File: src/rtl/real_power_path.sv
module real_power_path #(
  parameter int SAMPLE_W = 16,
  parameter int HPF_K    = 10,
  parameter int LPF_K    = 8
) (
  input  logic                         clk,
  input  logic                         rst_n,
  input  logic                         sample_valid,
  input  logic signed [SAMPLE_W-1:0]   cur_sample,
  input  logic signed [SAMPLE_W-1:0]   volt_sample,
  input  logic [1:0]                   gain_sel,
  input  logic                         hpf_en,
  output logic signed [2*SAMPLE_W-1:0] power_out,
  output logic                         reverse_flag
);
  localparam int GW = SAMPLE_W + 4;
  localparam int HW = SAMPLE_W + 2;
  localparam int SW = HW + 2;
  localparam int PW = 2 * SAMPLE_W;
  localparam int AW = PW + LPF_K;

  localparam logic signed [GW-1:0] G_MAX = {{(GW-SAMPLE_W+1){1'b0}}, {(SAMPLE_W-1){1'b1}}};
  localparam logic signed [GW-1:0] G_MIN = {{(GW-SAMPLE_W+1){1'b1}}, {(SAMPLE_W-1){1'b0}}};
  localparam logic signed [SW-1:0] H_MAX = {{(SW-HW+1){1'b0}}, {(HW-1){1'b1}}};
  localparam logic signed [SW-1:0] H_MIN = {{(SW-HW+1){1'b1}}, {(HW-1){1'b0}}};
  localparam logic signed [HW-1:0] C_MAX = {{(HW-SAMPLE_W+1){1'b0}}, {(SAMPLE_W-1){1'b1}}};
  localparam logic signed [HW-1:0] C_MIN = {{(HW-SAMPLE_W+1){1'b1}}, {(SAMPLE_W-1){1'b0}}};

  logic [2:0]                 g_shift;
  logic signed [GW-1:0]       cur_shl;
  logic signed [SAMPLE_W-1:0] gained;
  logic signed [SAMPLE_W-1:0] x_prev;
  logic signed [HW-1:0]       y_reg;
  logic signed [SW-1:0]       hpf_sum;
  logic signed [HW-1:0]       y_next;
  logic signed [SAMPLE_W-1:0] hpf_out;
  logic signed [SAMPLE_W-1:0] cur_eff;
  logic signed [PW-1:0]       product;
  logic signed [AW-1:0]       acc;
  logic signed [AW-1:0]       acc_next;

  always_comb begin
    case (gain_sel)
      2'd0:    g_shift = 3'd0;
      2'd1:    g_shift = 3'd1;
      2'd2:    g_shift = 3'd3;
      default: g_shift = 3'd4;
    endcase
  end

  assign cur_shl = GW'(cur_sample) <<< g_shift;

  always_comb begin
    if (cur_shl > G_MAX)      gained = G_MAX[SAMPLE_W-1:0];
    else if (cur_shl < G_MIN) gained = G_MIN[SAMPLE_W-1:0];
    else                      gained = cur_shl[SAMPLE_W-1:0];
  end

  assign hpf_sum = SW'(gained) - SW'(x_prev) + SW'(y_reg) - SW'(y_reg >>> HPF_K);

  always_comb begin
    if (hpf_sum > H_MAX)      y_next = H_MAX[HW-1:0];
    else if (hpf_sum < H_MIN) y_next = H_MIN[HW-1:0];
    else                      y_next = hpf_sum[HW-1:0];
  end

  always_comb begin
    if (y_next > C_MAX)      hpf_out = C_MAX[SAMPLE_W-1:0];
    else if (y_next < C_MIN) hpf_out = C_MIN[SAMPLE_W-1:0];
    else                     hpf_out = y_next[SAMPLE_W-1:0];
  end

  assign cur_eff  = hpf_en ? hpf_out : gained;
  assign product  = PW'(cur_eff) * PW'(volt_sample);
  assign acc_next = acc + AW'(product) - (acc >>> LPF_K);

  always_ff @(posedge clk or negedge rst_n) begin
    if (!rst_n) begin
      x_prev <= '0;
      y_reg  <= '0;
      acc    <= '0;
    end else if (sample_valid) begin
      x_prev <= gained;
      y_reg  <= y_next;
      acc    <= acc_next;
    end
  end

  assign power_out    = acc[AW-1:LPF_K];
  assign reverse_flag = acc[AW-1];


  rst_clear_chk: assert property (@(posedge clk) !rst_n |=> (acc == '0 && y_reg == '0));


  hold_pow_chk: assert property (@(posedge clk) disable iff (!rst_n)
    !sample_valid |=> $stable(power_out));


  hold_rev_chk: assert property (@(posedge clk) disable iff (!rst_n)
    !sample_valid |=> $stable(reverse_flag));


  lpf_track_chk: assert property (@(posedge clk) disable iff (!rst_n)
    (sample_valid && product >= PW'(power_out)) |=> (power_out >= $past(power_out)));


  unity_path_chk: assert property (@(posedge clk) disable iff (!rst_n)
    (sample_valid && !hpf_en && gain_sel == 2'd0) |-> (product == PW'(cur_sample) * PW'(volt_sample)));
endmodule

File: config.mk
export PLATFORM = sky130hd
export DESIGN_NAME = real_power_path
export DESIGN_NICKNAME = d
export VERILOG_FILES = /design/src/rtl/real_power_path.sv
export SDC_FILE = /design/constraint.sdc
export NUM_CORES = 1
export LEC_CHECK = 0
export CAP_MARGIN = 0
export CELL_PAD_IN_SITES_DETAIL_PLACEMENT = 1
export CELL_PAD_IN_SITES_GLOBAL_PLACEMENT = 1
export CORE_MARGIN = 5
export CORE_UTILIZATION = 46
export CTS_CLUSTER_SIZE = 20
export DETAILED_ROUTE_END_ITERATION = 10
export PLACE_DENSITY_LB_ADDON = 0.1
export SLEW_MARGIN = 20
export SYNTH_ARGS = -nofsm -noshare
export SYNTH_HDL_FRONTEND = slang
export SYNTH_SLANG_ARGS = --single-unit
File: constraint.sdc
create_clock -name clk -period 10.08 [get_ports clk]
set_input_delay 1.008 -clock clk [delete_from_list [all_inputs] [get_ports clk]]
set_output_delay 1.008 -clock clk [all_outputs]
set_load 0.02 [all_outputs]
# Word level (Yosys, flattened, before mapping)
# Index checks and enable logic that the tools add are counted.
# word_totals
register_bits	74
output_inout_bits	33
elab_cells	27
input_bits	38
# classes
n_reduce_logical	1
multipliers	1
muxes	8
eq_ne	2
magnitude_cmp	6
addsub	5
shifts	1
# ops
operator	count
$mux W16	5
$add A40 B32 Y40	1
$sub A40 B32 Y40	1
$mux W18	2
$mul A16 B16 Y32	1
$gt A20 B16 Y1 const B	1
$gt A20 B18 Y1 const B	1
$lt A20 B16 Y1 const B	1
$lt A20 B18 Y1 const B	1
$sshl A16 B3 Y20	1
$sub A19 B8 Y20	1
$add A17 B18 Y19	1
$gt A18 B16 Y1 const B	1
$lt A18 B16 Y1 const B	1
$sub A16 B16 Y17	1
$pmux W3 S3	1
$eq A2 B1 Y1 const B	1
$eq A2 B2 Y1 const B	1
$logic_not A2 Y1	1

# Logic depth before layout (Yosys ltp)
# depth
depth_word	19
depth_mapped	48
ltp_nobuf	44

# Worst setup path before layout
# OpenSTA, ideal clock, no wires.
# synth_timing
path_kind	in2reg
from	input port gain_sel[0]
to	register acc[36]
cell_stages	44
t_arrival_ns	12.777
n_path_buf	4
slack_ns	-2.813
cell_sequence	inv_1 -> ha_1 -> buf_2 -> mux4_2 -> a21boi_0 -> inv_1 -> nor2_1 -> clkbuf_1 -> o21a_1 -> inv_1 -> fa_1 -> fa_1 -> inv_1 -> ha_1 -> clkbuf_1 -> nand4_1 -> nor3_1 -> a211oi_1 -> [... 8 more ...] -> fa_1 -> inv_1 -> fa_1 -> inv_1 -> fa_1 -> inv_1 -> fa_1 -> fa_1 -> ha_1 -> a21oi_1 -> o21ai_0 -> a21o_1 -> a311oi_1 -> a21boi_0 -> a311oi_1 -> o21ai_0 -> a2111o_1 -> o311ai_0
# synth_between
elab_chain_cells	19
elab_cells_between_ends	24
cone_classes	5 x add/sub; 1 x mul; 6 x order compare; 2 x eq/ne; 1 x shift; 8 x mux; 1 x reduce/logical
# synth_rtl
element	line_no	source
from (decl)	11	input logic [1:0] gain_sel,
$eq A2 B2 Y1 (tied with other cells)	43	case (gain_sel)
$pmux W3 S3 *	43	
$sshl A16 B3 Y20 *	51	assign cur_shl = GW'(cur_sample) <<< g_shift;
$lt A20 B16 Y1	55	else if (cur_shl < G_MIN) gained = G_MIN[SAMPLE_W-1:0];
$mux W16	55	
$mux W16 *	54	if (cur_shl > G_MAX) gained = G_MAX[SAMPLE_W-1:0];
via gained[15]	31	logic signed [SAMPLE_W-1:0] gained;
$sub A16 B16 Y17	59	assign hpf_sum = SW'(gained) - SW'(x_prev) + SW'(y_reg) - SW'(y_reg >>> HPF_K);
[... 4 more ...]	n/a	
$mux W18	62	if (hpf_sum > H_MAX) y_next = H_MAX[HW-1:0];
$lt A18 B16 Y1	69	else if (y_next < C_MIN) hpf_out = C_MIN[SAMPLE_W-1:0];
$mux W16	69	
$mux W16	68	if (y_next > C_MAX) hpf_out = C_MAX[SAMPLE_W-1:0];
$mux W16 *	73	assign cur_eff = hpf_en ? hpf_out : gained;
$mul A16 B16 Y32 *	74	assign product = PW'(cur_eff) * PW'(volt_sample);
$add A40 B32 Y40 *	75	assign acc_next = acc + AW'(product) - (acc >>> LPF_K);
$sub A40 B32 Y40 *	75	
to (signal assigned)	85	acc <= acc_next;
to (decl)	39	logic signed [AW-1:0] acc;
# The timed path passes the listed nets; every way through them passes the cells marked *.
# A chain may end at the register's enable or synchronous reset.

# Worst setup path after layout
# layout_timing
from	input port gain_sel[0]
to	register acc[35]
# layout_between
elab_chain_cells	19
elab_cells_between_ends	24
cone_classes	5 x add/sub; 1 x mul; 6 x order compare; 2 x eq/ne; 1 x shift; 8 x mux; 1 x reduce/logical
# layout_rtl
element	line_no
$eq A2 B2 Y1 (tied with other cells)	43
$pmux W3 S3 *	43
$sshl A16 B3 Y20 *	51
$lt A20 B16 Y1	55
$mux W16	55
$mux W16 *	54
$sub A16 B16 Y17	59
$add A17 B18 Y19	59
[... 3 more ...]	n/a
$mux W18	62
$lt A18 B16 Y1	69
$mux W16	69
$mux W16	68
$mux W16 *	73
$mul A16 B16 Y32 *	74
$add A40 B32 Y40 *	75
$sub A40 B32 Y40 *	75
# Every way passes the cells marked *; elsewhere a longest branch is shown, timed or not.

==> flow_metrics.env <==
export IMPL_synth_seq_cells=74
export IMPL_die_height_um=218
export IMPL_worst_skew_pair_late_latency_ns=0.38
export IMPL_min_period_over_period_pct=121
export IMPL_synthAdderAreaFrac_pct=50.4
export IMPL_cts_sinks=74
export IMPL_fin_cells=3204
export IMPL_synth_distinct_cells=73
export IMPL_core_area_um2=43000
export IMPL_firstDrtPassIters=5
export IMPL_synth_avg_cell_area_um2=9.07
export IMPL_synth_xor_area_share_pct=1.89
export IMPL_drt_wirelength_per_cell_um=22.8
export IMPL_cp_required_ns=10.34
export IMPL_gp_congestion=0.950
export IMPL_clk_pin_slew_ns=0.07
export IMPL_wl_um=72900
export IMPL_drive_above_1_share_pct=28.9
export IMPL_htree_levels=3
export IMPL_final_max_slew_violation_count=0
export IMPL_arrival_ns=12.48
export IMPL_ios=71
export IMPL_cpMostUsedCell="fa_1"
export IMPL_ys_warn_count=0
export IMPL_grt_pass1_wl_um=110000
export IMPL_detail_route_antenna_nets=0
export IMPL_cts_root_buf="clkbuf_16"
export IMPL_grt_antenna_before_repair=1
export IMPL_cap_violations=0
export IMPL_tightest_slew_ns=1.03
export IMPL_synth_top_family_by_area="adder cells"
export IMPL_slowest_delay_ns=0.57
export IMPL_synth_edf_count=0
export IMPL_critical_path_max_fanout=8
export IMPL_track_usage_pct=30.1
export IMPL_finalCriticalPeriod_ns=12.22
export IMPL_async_reset_ff_share_pct=100
export IMPL_grt_overflow=0
export IMPL_holdWs_ns=0.539
export IMPL_rows=76
export IMPL_area_delta_synth_final_pct=32.5
export IMPL_synth_area_leader_cell="fa_1"
export IMPL_critical_path_startpoint_type="input pin"
export IMPL_largest_reg_flops=40
export IMPL_netlist_area_um2=19900
export IMPL_yosysMostFrequentCell="inv_1"
export IMPL_die_x_um=218
export IMPL_syn_inst=2195
export IMPL_vias=17100
export IMPL_synth_flop_cell="dfrtp_1"
export IMPL_fin_tns_setup_ns=-56.19
export IMPL_cts_made_buffers=9
export IMPL_cp_end_kind="flop"
export IMPL_yosys_area_top_type_share_pct=41.6
export IMPL_cp_slowest_cell="fa_1"
export IMPL_clk_path_buf_depth=2
export IMPL_grt_pass1_vias=19300
export IMPL_violations="negative setup slack"
export IMPL_status="finished with violations"
export IMPL_fin_skew_ns=0.0140
export IMPL_grt_max_degree=81
export IMPL_synthTopCellsByArea="fa_1 42%, inv_1 11%, dfrtp_1 9.3%"
export IMPL_synthMuxAreaShare_pct=2.48
export IMPL_drt_drc_violations_left=0
export IMPL_synth_compound_area_share_pct=10.8
export IMPL_synth_simple_area_share_pct=11.8
export IMPL_synthTopCellsByCount="565 x inv_1, 414 x fa_1, 170 x nand2_1"
export IMPL_setup_viol=36
export IMPL_yosysSeqAreaShare_pct=9.30
export IMPL_vias_per_cell=5.34
export IMPL_hold_class="flop to flop"
export IMPL_cts_hold_buf=0
export IMPL_critPathKind="input pin to flop"
export IMPL_synth_nets=2786
export IMPL_dp_hpwl_um=56600
export IMPL_rsz0062_at_grt="true"
export IMPL_start_util_pct=46.3
export IMPL_drtIter0Drc=917
export IMPL_setup_ws_ns=-2.14
export IMPL_die_area_um2=47500
export IMPL_final_nets=3205
export IMPL_antenna_cells=0
export IMPL_portBuffers=70
export IMPL_hold_violations=0
export IMPL_placed_cells=3083
export IMPL_cts_tree="built"
export IMPL_relSlewSlack_pct=31.5
export IMPL_clock_fmax_mhz=81.8
metal layers:
| layer | track usage, % | vias up | routed length (µm) |
|---|---|---|---|
| met5 | 0 | - | 11 |
| met4 | 8.60 | 2 | 2270 |
| met3 | 4.19 | 129 | 3850 |
| met2 | 50.9 | 486 | 36500 |
| met1 | 40.9 | 8978 | 30300 |
| li1 | - | 7528 | - |
cells in the final DEF, fill, tap and decap left out, types with 29 or more instances in the layout:
cell type	instances
a21oi_1	61
a21oi_2	29
and2_1	88
buf_4	384
buf_6	36
clkdlybuf4s50_1	59
dfrtp_1	74
fa_1	380
fa_2	34
ha_1	111
inv_1	532
inv_2	33
nand2_1	163
nor2_1	106
o21ai_0	36
o21ai_1	29
kinds of logic (layout without fill, tap and decap cells):
kind of cell / after synthesis / after routing
mux: 42 / 42
compound gates: 324 / 324
fa+ha+maj: 553 / 553
simple gates: 490 / 490
flops: 74 / 74
buf+inv: 669 / 1093
xor+xnor: 43 / 43
timing repair:
action                     4_1_cts  5_1_grt
buffers inserted                69       44
gates cloned                     1        0
setup endpoints to repair       36       36
gates resized for setup        176      139
pin swaps                      131      108
through the flow:
step | cell area, µm² | setup WS [ns] | util (%)
after CTS | 25500 | -2.02 | 59.3
after global placement | 24000 | -3.09 | 55.9
after floorplan | 20500 | -1.65 | -
after detailed placement | 24000 | -3.32 | 55.9
after global routing | 26400 | -2.49 | 61.4
final | 26400 | -2.14 | 61.4
worst max-delay path, delay by kind of cell:
kind	cells	cell delay, ns
compound gates	12	2.93
fa+ha+maj	11	4.83
buf+inv	14	1.41
mux	3	1.09
simple gates	7	1.22
final timing paths:
check,start,slack [ns],depth (start not counted),to
setup / recovery,gain_sel[0],-2.14,47,acc[35]$_DFFE_PN0P_
hold / removal,acc[0]$_DFFE_PN0P_,0.54,1,acc[0]$_DFFE_PN0P_
setup reg to reg,y_reg[17]$_DFFE_PN0P_,-0.32,39,acc[35]$_DFFE_PN0P_
hold reg to reg,acc[0]$_DFFE_PN0P_,0.54,1,acc[0]$_DFFE_PN0P_
max in group asynchronous,rst_n,8.36,2,acc[6]$_DFFE_PN0P_
min in group asynchronous,rst_n,0.59,1,y_reg[10]$_DFFE_PN0P_
cell type report:
class | count | area, µm²
Inverter | 569 | 2150
Clock buffer | 10 | 229
Multi-Input combinational cell | 1452 | 16900
Timing Repair Buffer | 508 | 4400
Tap cell | 585 | 732
Fill cell | 4864 | 16600
Sequential cell | 74 | 1850
Clock inverter | 6 | 88.8
Power is not shown: default switching activity piles up to over one toggle a cycle in this logic, so the estimate is an artifact.
